==> config.mk <==
export PLATFORM = sky130hd
export DESIGN_NAME = capture_pixel_packer
export DESIGN_NICKNAME = d
export VERILOG_FILES = /design/src/rtl/cpk_pkg.sv /design/src/rtl/cpk_dither_sel.sv /design/src/rtl/cpk_expand.sv /design/src/rtl/cpk_pack.sv /design/src/rtl/capture_pixel_packer.sv
export SDC_FILE = /design/constraint.sdc
export NUM_CORES = 1
export LEC_CHECK = 0
export BUFFER_PORTS_ARGS = -buffer_cell sky130_fd_sc_hd__buf_2
export CAP_MARGIN = 30
export CORE_MARGIN = 3
export CORE_UTILIZATION = 54
export DETAILED_ROUTE_END_ITERATION = 8
export GPL_ROUTABILITY_DRIVEN = 0
export GPL_TIMING_DRIVEN = 0
export PLACE_DENSITY = 0.83
export SLEW_MARGIN = 20
export SYNTH_ARGS = -nofsm -noshare
export SYNTH_HDL_FRONTEND = slang
export SYNTH_HIERARCHICAL = 1
export SYNTH_SLANG_ARGS = --single-unit
==> constraint.sdc <==
create_clock -name clk -period 4.65 [get_ports clk]
set_input_delay 0.2325 -clock clk [delete_from_list [all_inputs] [get_ports clk]]
set_output_delay 0.2325 -clock clk [all_outputs]
set_load 0.02 [all_outputs]
==> src/rtl/cpk_pkg.sv <==
// Shared types for the capture pixel packer.
// Assumes 8-bit wide channels for the expanded pixel.
package cpk_pkg;
    localparam int WIDE_W = 8;

    typedef enum logic [1:0] {
        FMT_ABGR8  = 2'd0,
        FMT_BGR8   = 2'd1,
        FMT_RGB565 = 2'd2,
        FMT_A1BGR5 = 2'd3
    } cpk_fmt_e;

    typedef struct packed {
        logic [WIDE_W-1:0] r;
        logic [WIDE_W-1:0] g;
        logic [WIDE_W-1:0] b;
    } wide_px_t;
endpackage

==> src/rtl/cpk_dither_sel.sv <==
// Picks the dither entry for a pixel column and turns it into a signed offset.
// Assumes PAT_W == COLS * ENT_W. An entry equal to NEUTRAL yields offset zero.
module cpk_dither_sel #(
    parameter int PAT_W   = 16,
    parameter int COLS    = 4,
    parameter int ENT_W   = 4,
    parameter int NEUTRAL = 12,
    localparam int COL_W  = $clog2(COLS)
) (
    input  logic [PAT_W-1:0]        pattern,
    input  logic [COL_W-1:0]        col,
    output logic signed [ENT_W-1:0] offset
);
    logic [ENT_W-1:0] entry;

    // Select the entry of the current column and remove the neutral bias.
    always_comb begin
        entry  = pattern[col*ENT_W +: ENT_W];
        offset = $signed(entry - ENT_W'(NEUTRAL));
    end
endmodule

==> src/rtl/cpk_expand.sv <==
// Widens 5-bit channels to 8 bits (shift, green bias), adds a signed
// dither offset and saturates to the 8-bit range.
// Assumes OUT_W > IN_W and OFF_W < OUT_W.
module cpk_expand
    import cpk_pkg::*;
#(
    parameter int IN_W   = 5,
    parameter int OUT_W  = 8,
    parameter int OFF_W  = 4,
    parameter int G_BIAS = 2,
    localparam int SHIFT = OUT_W - IN_W,
    localparam int SUM_W = OUT_W + 2
) (
    input  logic [IN_W-1:0]         r,
    input  logic [IN_W-1:0]         g,
    input  logic [IN_W-1:0]         b,
    input  logic signed [OFF_W-1:0] offset,
    output wide_px_t                px
);
    logic [IN_W-1:0]  ch_in  [3];
    logic [OUT_W-1:0] ch_out [3];

    // Gather the channels in a fixed order: red, green, blue.
    always_comb begin
        ch_in[0] = r;
        ch_in[1] = g;
        ch_in[2] = b;
    end

    for (genvar i = 0; i < 3; i++) begin : g_ch
        localparam int BIAS = (i == 1) ? G_BIAS : 0;
        logic [OUT_W-1:0]        base;
        logic signed [SUM_W-1:0] sum;

        // Shift, bias, add offset and clamp one channel.
        always_comb begin
            base = {ch_in[i], {SHIFT{1'b0}}} + OUT_W'(BIAS);
            sum  = $signed({2'b00, base})
                 + $signed({{(SUM_W-OFF_W){offset[OFF_W-1]}}, offset});
            if (sum < 0)
                ch_out[i] = '0;
            else if (sum > $signed(SUM_W'((1 << OUT_W) - 1)))
                ch_out[i] = '1;
            else
                ch_out[i] = sum[OUT_W-1:0];
        end
    end

    // Assemble the wide pixel.
    always_comb begin
        px.r = ch_out[0];
        px.g = ch_out[1];
        px.b = ch_out[2];
    end
endmodule

==> src/rtl/cpk_pack.sv <==
// Packs a wide pixel (or the raw channels) into a little-endian word and
// derives the byte-enable mask from the format. Unused bytes are zero.
module cpk_pack
    import cpk_pkg::*;
#(
    parameter int IN_W   = 5,
    parameter int DATA_W = 32,
    localparam int BE_W  = DATA_W / 8
) (
    input  cpk_fmt_e          fmt,
    input  wide_px_t          px,
    input  logic [IN_W-1:0]   raw_r,
    input  logic [IN_W-1:0]   raw_g,
    input  logic [IN_W-1:0]   raw_b,
    input  logic [7:0]        alpha,
    output logic [DATA_W-1:0] data,
    output logic [BE_W-1:0]   be
);
    // Format-specific byte placement and enable mask.
    always_comb begin
        data = '0;
        be   = '0;
        unique case (fmt)
            FMT_ABGR8: begin
                data[31:0] = {px.r, px.g, px.b, alpha};
                be         = BE_W'(4'b1111);
            end
            FMT_BGR8: begin
                data[23:0] = {px.r, px.g, px.b};
                be         = BE_W'(4'b0111);
            end
            FMT_RGB565: begin
                data[15:0] = {px.r[7:3], px.g[7:2], px.b[7:3]};
                be         = BE_W'(4'b0011);
            end
            FMT_A1BGR5: begin
                data[15:0] = {alpha[7], raw_r, raw_g, raw_b};
                be         = BE_W'(4'b0011);
            end
            default: begin
                data = '0;
                be   = '0;
            end
        endcase
    end
endmodule

==> src/rtl/capture_pixel_packer.sv <==
// Top of the capture pixel packer: column tracking, format conversion and a
// single output register with valid/ready flow control.
// Assumes COLS is a power of two and ctrl_word carries the format at FMT_LSB.
module capture_pixel_packer
    import cpk_pkg::*;
#(
    parameter int CH_W    = 5,
    parameter int CTRL_W  = 16,
    parameter int FMT_LSB = 8,
    parameter int COLS    = 4,
    parameter int ENT_W   = 4,
    parameter int DATA_W  = 32,
    localparam int PAT_W  = COLS * ENT_W,
    localparam int COL_W  = $clog2(COLS),
    localparam int BE_W   = DATA_W / 8
) (
    input  logic              clk,
    input  logic              rst_n,
    input  logic [CTRL_W-1:0] ctrl_word,
    input  logic [7:0]        alpha_val,
    input  logic [PAT_W-1:0]  dither_pat,
    input  logic              in_valid,
    output logic              in_ready,
    input  logic              in_sol,
    input  logic [CH_W-1:0]   in_r,
    input  logic [CH_W-1:0]   in_g,
    input  logic [CH_W-1:0]   in_b,
    output logic              out_valid,
    input  logic              out_ready,
    output logic [DATA_W-1:0] out_data,
    output logic [BE_W-1:0]   out_be
);
    cpk_fmt_e               fmt;
    logic [COL_W-1:0]       col_q;
    logic [COL_W-1:0]       col_cur;
    logic signed [ENT_W-1:0] dith_off;
    wide_px_t               wide_px;
    logic [DATA_W-1:0]      pack_data;
    logic [BE_W-1:0]        pack_be;
    logic                   accept;

    // Decode the format field and the handshake.
    always_comb begin
        fmt      = cpk_fmt_e'(ctrl_word[FMT_LSB +: 2]);
        in_ready = !out_valid || out_ready;
        accept   = in_valid && in_ready;
        col_cur  = in_sol ? '0 : col_q;
    end

    cpk_dither_sel #(
        .PAT_W (PAT_W),
        .COLS  (COLS),
        .ENT_W (ENT_W)
    ) u_dsel (
        .pattern (dither_pat),
        .col     (col_cur),
        .offset  (dith_off)
    );

    // The A1BGR5 format carries raw channels, so no offset is applied there.
    logic signed [ENT_W-1:0] eff_off;
    always_comb eff_off = (fmt == FMT_A1BGR5) ? '0 : dith_off;

    cpk_expand #(
        .IN_W  (CH_W),
        .OUT_W (WIDE_W),
        .OFF_W (ENT_W)
    ) u_exp (
        .r      (in_r),
        .g      (in_g),
        .b      (in_b),
        .offset (eff_off),
        .px     (wide_px)
    );

    cpk_pack #(
        .IN_W   (CH_W),
        .DATA_W (DATA_W)
    ) u_pack (
        .fmt   (fmt),
        .px    (wide_px),
        .raw_r (in_r),
        .raw_g (in_g),
        .raw_b (in_b),
        .alpha (alpha_val),
        .data  (pack_data),
        .be    (pack_be)
    );

    // Advance the column on every accepted pixel; a line start restarts it.
    always_ff @(posedge clk) begin
        if (!rst_n)
            col_q <= '0;
        else if (accept)
            col_q <= col_cur + COL_W'(1);
    end

    // Output register: load on accept, release when taken.
    always_ff @(posedge clk) begin
        if (!rst_n) begin
            out_valid <= 1'b0;
            out_data  <= '0;
            out_be    <= '0;
        end else if (accept) begin
            out_valid <= 1'b1;
            out_data  <= pack_data;
            out_be    <= pack_be;
        end else if (out_ready) begin
            out_valid <= 1'b0;
        end
    end

    // a stalled word stays put.
    p_stall_hold_r9: assert property (@(posedge clk) disable iff (!rst_n)
        out_valid && !out_ready |=> out_valid && $stable(out_data) && $stable(out_be));

    // an accepted pixel shows up on the next cycle.
    p_accept_to_valid_r9: assert property (@(posedge clk) disable iff (!rst_n)
        in_valid && in_ready |=> out_valid);

    // enables are always one of the legal masks.
    p_be_shape_r2: assert property (@(posedge clk) disable iff (!rst_n)
        out_valid |-> (out_be == 4'b1111 || out_be == 4'b0111 || out_be == 4'b0011));

    // undithered ABGR8 red is the shifted input.
    p_red_plain_r3: assert property (@(posedge clk) disable iff (!rst_n)
        accept && fmt == FMT_ABGR8 && dither_pat == 16'hCCCC
        |=> out_data[31:24] == {$past(in_r), 3'b000});
endmodule

==> reports/results.ini, run 1 <==
[final_layout]
final_core_util_pct = 68.4
antenna_cells = 0
drive_gt1_share_pct = 30.2
synthToLayoutAreaGrowth_pct = 18.1
nNetsFinal = 567

[routing]
post_drt_via_cell_ratio = 6.32
wl_per_cell_um = 17.2
first_pass_iters = 5
route.detailed.drc = 0
vias = 3554
initialDrtViolationCount = 225
ant_nets = 0
wl_um = 9650

[power_and_ir_drop]
ir_drop_mv = 0.434
power.density_nw_per_um2 = 322
p_leak_nw = 1.84

[logic_synthesis]
synth_flop_cell = dfxtp_1
synthArstFlopShare_pct = 0
ys_ff_latch = 39
yosysWarnings = 6
postSynthCellCount = 395
synth_area_per_cell_um2 = 9.00
seq_area_frac_synth_pct = 22.0
syn-cell-area_um2 = 3550
synth_edf_count = 0
synth.distinct_cells = 60

[clock_network]
cts_tree = yes
cts_hold_buf = 0
numCtsBuffers = 5
ctsHtreeMaxLevel = 2
cts_buffer_depth = 2
post_cts_buffers = 0
clk_latency_ns = 0.29
root_buffer = clkbuf_8
clk_pin_slew_ns = 0.08
cts.sinks = 39

[die]
initial_core_util_pct = 58.0
die_area_um2 = 7590
rows = 28
die_width_um = 87.1
die_y_um = 87.1
ios = 98
placeableCoreArea_um2 = 6130

[worst_setup_path]
ff2ff_setup_slack_ns = 0.34
worstPathArrival_ns = 4.47
crit_path_end_kind = register
worstPathRequired_ns = 4.81
start_kind = register
rr_startpoint = col_q[0]
cp_max_fo = 25
reg2reg_to = out_data[7]
r2r_cells = 13
path_class = register to register

[placement]
dp_hpwl_um = 7640
port_buffers = 83
place_ws_ns = -0.338

[timing]
skew_ns = 0.00557
hold_viol = 0
period_share_pct = 92.6
slew_headroom_pct = 64.7
setup_ws_ns = 0.342
hold_slack_ns = 0.207
finalSetupViolCount = 0
tns_ns = 0
min_period_ns = 4.31
tightest_slew_ns = 0.530
rsz0062_at_grt = no
slew_violations = 0
clock.fmax_ghz = 0.232

[run_status]
status = complete, no violations

[worst_hold_path]
hold_end = col_q[1]
min_from = rst_n
min_path_cells = 2
hold_class = primary input to register

[job]
drv_cap = 0

[global_routing]
track_usage_pct = 25.2
overflow = 0
grt_pass1_vias = 3249
antenna_found_initial = 0
grt_pass1_wl_um = 15300
grt_max_degree = 26

## cell usage after synthesis (9+ instances only)
master	count	area [µm²]
nand3_1	39	195
inv_1	15	56.3
mux2i_1	9	90.1
o2bb2a_1	16	160
nor2_1	13	48.8
and2_1	14	87.6
a21oi_1	44	220
o21ai_0	33	165
buf_6	10	113
o211ai_1	9	67.6
mux4_2	15	338
o21ai_1	9	45.0
ha_1	19	238
dfxtp_1	39	781
## worst max-delay path by stage
stage,startpoint,end,slack (ns),cells past startpoint
floorplan,col_q[0],out_data[0],0.37,13
global placement,col_q[0],out_data[8],-0.13,13
detailed placement,col_q[0],out_data[7],-0.34,13
CTS,col_q[0],out_data[7],0.06,13
global route,col_q[0],out_data[7],0.05,13
finish,col_q[0],out_data[7],0.34,13
## timing repair
action / CTS / global route
gates resized for setup: 2 / 4
gates cloned: 0 / 0
setup endpoints to repair: 23 / 16
## final cells by class
type | instances | area, µm²
fillers | 478 | 1930
clock buffers | 5 | 68.8
multi-input cells | 307 | 2470
flip-flops and latches | 39 | 781
repair buffers | 83 | 415
plain buffers | 33 | 260
clock inverters | 3 | 43.8
well taps | 75 | 93.8
inverters | 17 | 63.8
## stage by stage
stage | total power, mW | std cells | instance area (µm²)
5_1_grt | 1.43 | 562 | 4200
3_5_place_dp | 1.05 | 554 | 4070
4_1_cts | 1.34 | 562 | 4180
6_report | 1.35 | 562 | 4200
2_1_floorplan | 0.882 | 396 | 3560
3_3_place_gp | 1.03 | 554 | 4070
## cells by family after synthesis
group	count (synthesis)	share of synthesized area, %
flops	39	22.0
buf+inv	50	9.12
other cells	1	0.106
compound gates	146	27.0
fa+ha+maj	21	7.82
simple gates	100	16.1
xor+xnor	9	2.22
mux	29	15.7
## critical path, cell delays in order, from the launching register on
cell and delay, ns:
dfxtp_1 0.36, nor2b_2 0.35, mux4_2 0.58, xor2_1 0.18, and2_4 0.23, ha_1 0.26, fa_1 0.43, a21o_1 0.19
a21oi_1 0.31, a2bb2oi_2 0.30, o2bb2a_1 0.30, mux4_1 0.53, nand3_1 0.09, a21oi_1 0.06
## layer usage
layer,global-route usage (%),share of wire (%)
met5,0,0
met4,6.69,2.2
met3,4.35,8.0
met2,43.3,48
met1,32.7,42
## layout by cell type, fill, tap and decap left out, types with 4 or more instances in the layout
cell type	Yosys	routed
buf_2	7	90
mux2i_1	9	9
o211ai_1	9	9
xnor2_1	4	4
nand2_1	5	5
a211oi_1	5	5
a21oi_1	44	44
o21ai_0	33	32
nand3_1	39	39
and2_1	14	13
mux4_2	15	15
o21ai_1	9	10
inv_1	15	15
dfxtp_1	39	39
a21o_1	7	7
o2bb2a_1	16	16
buf_4	8	8
nor2_1	13	13
ha_1	19	19
buf_6	10	10
nor3b_1	4	4
xor2_1	5	5
clkbuf_8	0	5
clkbuf_1	6	6
mux4_1	5	5
## registers in the layout, indices dropped and copies added, names as in the netlist
register   cells
out_valid      1
col_q          2
out_be         4
out_data      32
## report_power, final
part           switching, mW  internal, mW
Clock                  0.119         0.160
Combinational          0.392         0.307
Sequential            0.0126         0.362
No activity file was read; power rests on OpenSTA's default activity.
==> run 2: changes to the inputs <==
--- a/config.mk
+++ b/config.mk
@@ -8,11 +8,11 @@
 export BUFFER_PORTS_ARGS = -buffer_cell sky130_fd_sc_hd__buf_2
 export CAP_MARGIN = 30
 export CORE_MARGIN = 3
-export CORE_UTILIZATION = 54
+export CORE_UTILIZATION = 48
 export DETAILED_ROUTE_END_ITERATION = 8
 export GPL_ROUTABILITY_DRIVEN = 0
 export GPL_TIMING_DRIVEN = 0
-export PLACE_DENSITY = 0.83
+export PLACE_DENSITY = 0.78
 export SLEW_MARGIN = 20
 export SYNTH_ARGS = -nofsm -noshare
 export SYNTH_HDL_FRONTEND = slang
==> constraint.sdc (replaced) <==
create_clock -name clk -period 3.45 [get_ports clk]
set_input_delay 0.1725 -clock clk [delete_from_list [all_inputs] [get_ports clk]]
set_output_delay 0.1725 -clock clk [all_outputs]
set_load 0.02 [all_outputs]
==> reports/results.ini, run 2 (synthesized netlist as in run 1, its figures left out) <==
[run_status]
status = finished, violations left
violations = setup timing

[worst_setup_path]
cpLargestDelayFamily = compound AO/OA/AOI/OAI gates
worstPathArrival_ns = 4.08  ; -0.39 ns
cp_slowest_cell = mux4_2
ff2ff_setup_slack_ns = -0.41  ; -0.75 ns
start_kind = register
path_class = register to register
worstPathRequired_ns = 3.67  ; -1.14 ns
crit_buf_inv = 2  ; +2
cp_cell_sequence = nor2b_4 > mux4_2 > xor2_2 > and2_4 > buf_6 > ha_4 > buf_4 > a211oi_4 > o21a_2 > o221ai_4 > o211ai_1 > mux2i_1 > nor2_1 > nand3_1 > a21oi_2
critPathMaxStageDelay_ns = 0.55  ; -0.03 ns
crit_path_end_kind = register
cp_max_fo = 6  ; -76%

[die]
die_width_um = 92.0  ; +5.6%
die_y_um = 92.0  ; +5.6%
placeableCoreArea_um2 = 6980  ; +14%
initial_core_util_pct = 50.9  ; -7.1 points
ios = 98  ; unchanged
die_area_um2 = 8470  ; +12%
rows = 30  ; +7.1%

[timing]
rsz0062_at_grt = yes
finalSetupViolCount = 31  ; +31
period_share_pct = 112  ; +19 points
slew_headroom_pct = 58.2  ; -6.5 points
setup_ws_ns = -0.407  ; -0.749 ns
min_period_ns = 3.86  ; -0.451 ns
skew_ns = 0.0123  ; +0.00671 ns
tns_ns = -8.60  ; -8.60 ns
tightest_slew_ns = 0.628  ; +0.0981 ns
slew_violations = 0  ; unchanged
hold_viol = 0  ; unchanged
hold_slack_ns = 0.141  ; -0.0662 ns
clock.fmax_ghz = 0.259  ; +12%

[final_layout]
synthToLayoutAreaGrowth_pct = 45.9
final_cells = 616  ; +9.6%
multi_input_area_um2 = 3150  ; +27%
top_register = out_data
fill_cells = 481  ; +0.63%
antenna_cells = 0  ; unchanged
mostFrequentLayoutCells = 88 x buf_2, 38 x dfxtp_1, 31 x buf_4, 31 x o21ai_0
drive_gt1_share_pct = 54.6  ; +24 points
largest_reg_flops = 32  ; unchanged
nNetsFinal = 601  ; +6.0%
ff_latch_area_um2 = 782  ; +0.16%
layout_commonest_cell = buf_2
largestRegisters = out_data: 32 flops, out_be: 4 flops, col_q: 2 flops

[clock_network]
numCtsBuffers = 5  ; unchanged
cts_hold_buf = 0  ; unchanged
clk_pin_slew_ns = 0.07  ; about the same
clk_latency_ns = 0.29  ; about the same
cts_buffer_depth = 2  ; unchanged
cts_tree = yes
root_buffer = clkbuf_8
ctsHtreeMaxLevel = 2  ; unchanged
cts.sinks = 39  ; unchanged

[global_routing]
grt_pass1_wl_um = 18900  ; +23%
grt_pass1_vias = 3788  ; +17%
antenna_found_initial = 0  ; unchanged
track_usage_pct = 27.8  ; +2.5 points
grt_max_degree = 13  ; -50%
overflow = 0  ; unchanged

[routing]
vias = 3954  ; +11%
route.detailed.drc = 0  ; unchanged
post_drt_via_cell_ratio = 6.42  ; +1.5%
first_pass_iters = 6  ; +1
wl_per_cell_um = 20.9  ; +22%
wl_um = 12900  ; +33%
initialDrtViolationCount = 382  ; +70%
ant_nets = 0  ; unchanged

[placement]
port_buffers = 83  ; unchanged
dp_cells = 575  ; +3.8%
dp_hpwl_um = 8010  ; +4.9%
place_ws_ns = -0.583  ; -0.245 ns

[power_and_ir_drop]
p_leak_nw = 2.12  ; +15%
ir_drop_mv = 0.186  ; -57%
power.density_nw_per_um2 = 437  ; +36%

[worst_hold_path]
hold_class = primary input to register

[job]
drv_cap = 0  ; unchanged

[run 2: worst paths after layout]
kind                                start           end  cells past startpoint
worst max-delay path             col_q[0]  out_data[18]                     15
worst min-delay path                rst_n      col_q[1]                      2
worst min register to register  out_be[2]     out_be[2]                      2
worst max register to register   col_q[0]  out_data[18]                     15
[run 2: layer usage]
metal  global-route usage (%)  up-vias  share of wire (%)
met5                        0        -                  0
met1                     32.8     1880                 38
met2                     50.1      248                 49
li1                         -     1759                  -
met3                     5.09       67                8.2
met4                     9.65        0                4.6
[run 2: where the power goes]
group	switching [mW]	internal [mW]	leakage, nW	total, mW
clock network	0.149	0.157	0.0470	0.306
registers	0.0178	0.488	0.319	0.506
logic	0.754	0.701	1.75	1.46
[run 2: cell type report]
type	count	area share, %
timing repair buffer	116	13.6
inverter	17	1.23
clock buffer	6	1.59
buffer	33	5.38
multi-input combinational	308	60.7
tap	96	2.32
sequential	39	15.1
clock inverter	1	0.0965
[run 2: per-stage QoR]
| step | power, mW | area, µm² | utilization (%) |
|---|---|---|---|
| detailed placement | 1.53 | 4320 | 61.8 |
| global placement | 1.50 | 4320 | 61.8 |
| finish | 2.27 | 5180 | 74.3 |
| global route | 2.35 | 5180 | 74.3 |
| floorplan | 1.29 | 3780 | - |
| CTS | 2.09 | 4990 | 71.5 |
[run 2: timing repair]
action                     in CTS  in global routing
gates resized for setup        76                 39
cloned                          1                  0
setup buffers                  32                  4
setup endpoints to repair      32                 32
pin swaps                      28                 23
==> run 3: changes to the inputs <==
--- a/config.mk
+++ b/config.mk
@@ -6,13 +6,14 @@
 export NUM_CORES = 1
 export LEC_CHECK = 0
 export BUFFER_PORTS_ARGS = -buffer_cell sky130_fd_sc_hd__buf_2
-export CAP_MARGIN = 30
+export CAP_MARGIN = 40
 export CORE_MARGIN = 3
 export CORE_UTILIZATION = 48
 export DETAILED_ROUTE_END_ITERATION = 8
 export GPL_ROUTABILITY_DRIVEN = 0
 export GPL_TIMING_DRIVEN = 0
 export PLACE_DENSITY = 0.78
+export RECOVER_POWER = 50
 export SLEW_MARGIN = 20
 export SYNTH_ARGS = -nofsm -noshare
 export SYNTH_HDL_FRONTEND = slang
==> reports/results.ini, run 3 (synthesized netlist as in run 1, its figures left out) <==
[die]
ios = 98  ; unchanged
die_width_um = 92.0  ; unchanged
rows = 30  ; unchanged
initial_core_util_pct = 50.9  ; unchanged
placeableCoreArea_um2 = 6980  ; unchanged
die_area_um2 = 8470  ; unchanged
die_y_um = 92.0  ; unchanged

[timing]
tightest_slew_ns = 0.629  ; +0.00164 ns
hold_slack_ns = 0.141  ; -0.000283 ns
slew_headroom_pct = 58.1  ; -0.11 points
rsz0062_at_grt = yes
skew_ns = 0.0126  ; +0.000291 ns
period_share_pct = 112  ; +0.12 points
clock.fmax_ghz = 0.259  ; -0.11%
finalSetupViolCount = 31  ; unchanged
setup_ws_ns = -0.411  ; -0.00428 ns
tns_ns = -8.50  ; +0.102 ns
slew_violations = 0  ; unchanged
hold_viol = 0  ; unchanged
min_period_ns = 3.86  ; +0.00428 ns

[final_layout]
final_cells = 616  ; unchanged
synthToLayoutAreaGrowth_pct = 45.1
largest_reg_flops = 32  ; unchanged
nNetsFinal = 601  ; unchanged
drive_gt1_share_pct = 50.4  ; -4.2 points
largestRegisters = out_data: 32 flops, out_be: 4 flops, col_q: 2 flops
layout_commonest_cell = buf_2
design_area_um2 = 5160  ; -0.53%
antenna_cells = 0  ; unchanged
mostFrequentLayoutCells = 66 x buf_2, 38 x dfxtp_1, 31 x buf_4, 31 x o21ai_0, 27 x clkbuf_1
top_register = out_data

[global_routing]
overflow = 0  ; unchanged
grt_pass1_wl_um = 18900  ; unchanged
grt_pass1_vias = 3788  ; unchanged
antenna_found_initial = 0  ; unchanged
track_usage_pct = 27.8  ; unchanged
grt_max_degree = 13  ; unchanged

[power_and_ir_drop]
switching_share_pct = 40.8  ; +0.19 points
p_clk_share_pct = 13.5  ; about the same
power.density_nw_per_um2 = 439  ; +0.45%
p_int_mw = 1.34  ; -0.41%
power_switching_mw = 0.925  ; +0.39%
ir_drop_mv = 0.187  ; +0.40%
combPwrFrac_pct = 64.1  ; about the same
pwr-share-seq_pct = 22.4  ; about the same
p_leak_nw = 2.02  ; -4.3%

[clock_network]
cts_buffer_depth = 2  ; unchanged
cts_hold_buf = 0  ; unchanged
root_buffer = clkbuf_8
ctsHtreeMaxLevel = 2  ; unchanged
numCtsBuffers = 5  ; unchanged
clk_pin_slew_ns = 0.07  ; about the same
clk_latency_ns = 0.29  ; about the same
cts_tree = yes
cts.sinks = 39  ; unchanged

[routing]
wl_per_cell_um = 21.0  ; +0.59%
route.detailed.drc = 0  ; unchanged
vias = 3966  ; +0.30%
wl_um = 12900  ; +0.59%
first_pass_iters = 7  ; +1
post_drt_via_cell_ratio = 6.44  ; +0.30%
initialDrtViolationCount = 438  ; +15%
ant_nets = 0  ; unchanged

[worst_hold_path]
hold_class = primary input to register

[run_status]
violations = setup timing
status = finished, violations left

[placement]
dp_hpwl_um = 8010  ; unchanged
place_ws_ns = -0.583  ; unchanged
port_buffers = 83  ; unchanged
dp_cells = 575  ; unchanged
place_area_um2 = 4320  ; unchanged

[worst_setup_path]
start_kind = register
crit_path_end_kind = register
ff2ff_setup_slack_ns = -0.41  ; about the same
cp_max_fo = 6  ; unchanged
path_class = register to register
worstPathArrival_ns = 4.01  ; -0.07 ns
worstPathRequired_ns = 3.60  ; -0.07 ns

[job]
drv_cap = 0  ; unchanged

==> run 3: path summary, 6_finish.rpt <==
check                  from           to  cells past startpoint
hold reg to reg   out_be[3]    out_be[3]                      2
setup reg to reg   col_q[0]  out_data[2]                     15
hold / removal        rst_n     col_q[1]                      2
setup / recovery   col_q[0]  out_data[2]                     15
==> run 3: worst max-delay path, cell delays in order (launching register included) <==
cell	delay, ns
dfxtp_2	0.33
nor2b_4	0.18
mux4_2	0.55
xor2_2	0.20
and2_4	0.19
buf_6	0.14
ha_4	0.15
fa_2	0.35
a21o_1	0.23
a21oi_4	0.20
a2bb2oi_4	0.26
buf_4	0.16
o2bb2a_4	0.16
mux4_2	0.48
nand3_2	0.09
a21oi_2	0.05
==> run 3: area by class of cell <==
cell class / count / area, µm²
repair buffers: 116 / 677
multi-input cells: 308 / 3150
clock inverters: 1 / 5.00
inverters: 17 / 63.8
clock buffers: 6 / 82.6
well taps: 96 / 120
flip-flops and latches: 39 / 782
fillers: 496 / 1820
plain buffers: 33 / 279
==> run 3: per-layer routing <==
metal,GRT usage [%],routed length (µm),vias to the layer above,part of all wire [%]
li1,-,-,1760,-
met1,32.8,4900,1888,38
met2,50.1,6340,251,49
met3,5.09,1090,67,8.4
met4,9.65,613,0,4.7
met5,0,0,-,0
==> run 3: timing repair <==
action                                  4_1_cts  5_1_grt
buffers inserted                             32        4
pin swaps                                    28       23
gates cloned                                  1        0
endpoints found under the setup margin       32       32
hold endpoints to repair                      0        0
gates resized for setup                      76       39
==> run 3: per-stage QoR <==
| step | power (mW) | utilization [%] |
|---|---|---|
| after floorplan | 1.29 | - |
| after global placement | 1.50 | 61.8 |
| after detailed placement | 1.53 | 61.8 |
| after CTS | 2.09 | 71.5 |
| after global routing | 2.35 | 73.9 |
| final | 2.27 | 73.9 |
==> run 3: power by group through the flow <==
stage                     clock, mW  sequential [mW]  combinational, mW
after floorplan                   0            0.559              0.728
after global placement            0            0.513              0.990
after detailed placement          0            0.516               1.02
after CTS                     0.304            0.505               1.28
after global routing          0.326            0.510               1.51
final                         0.306            0.507               1.45
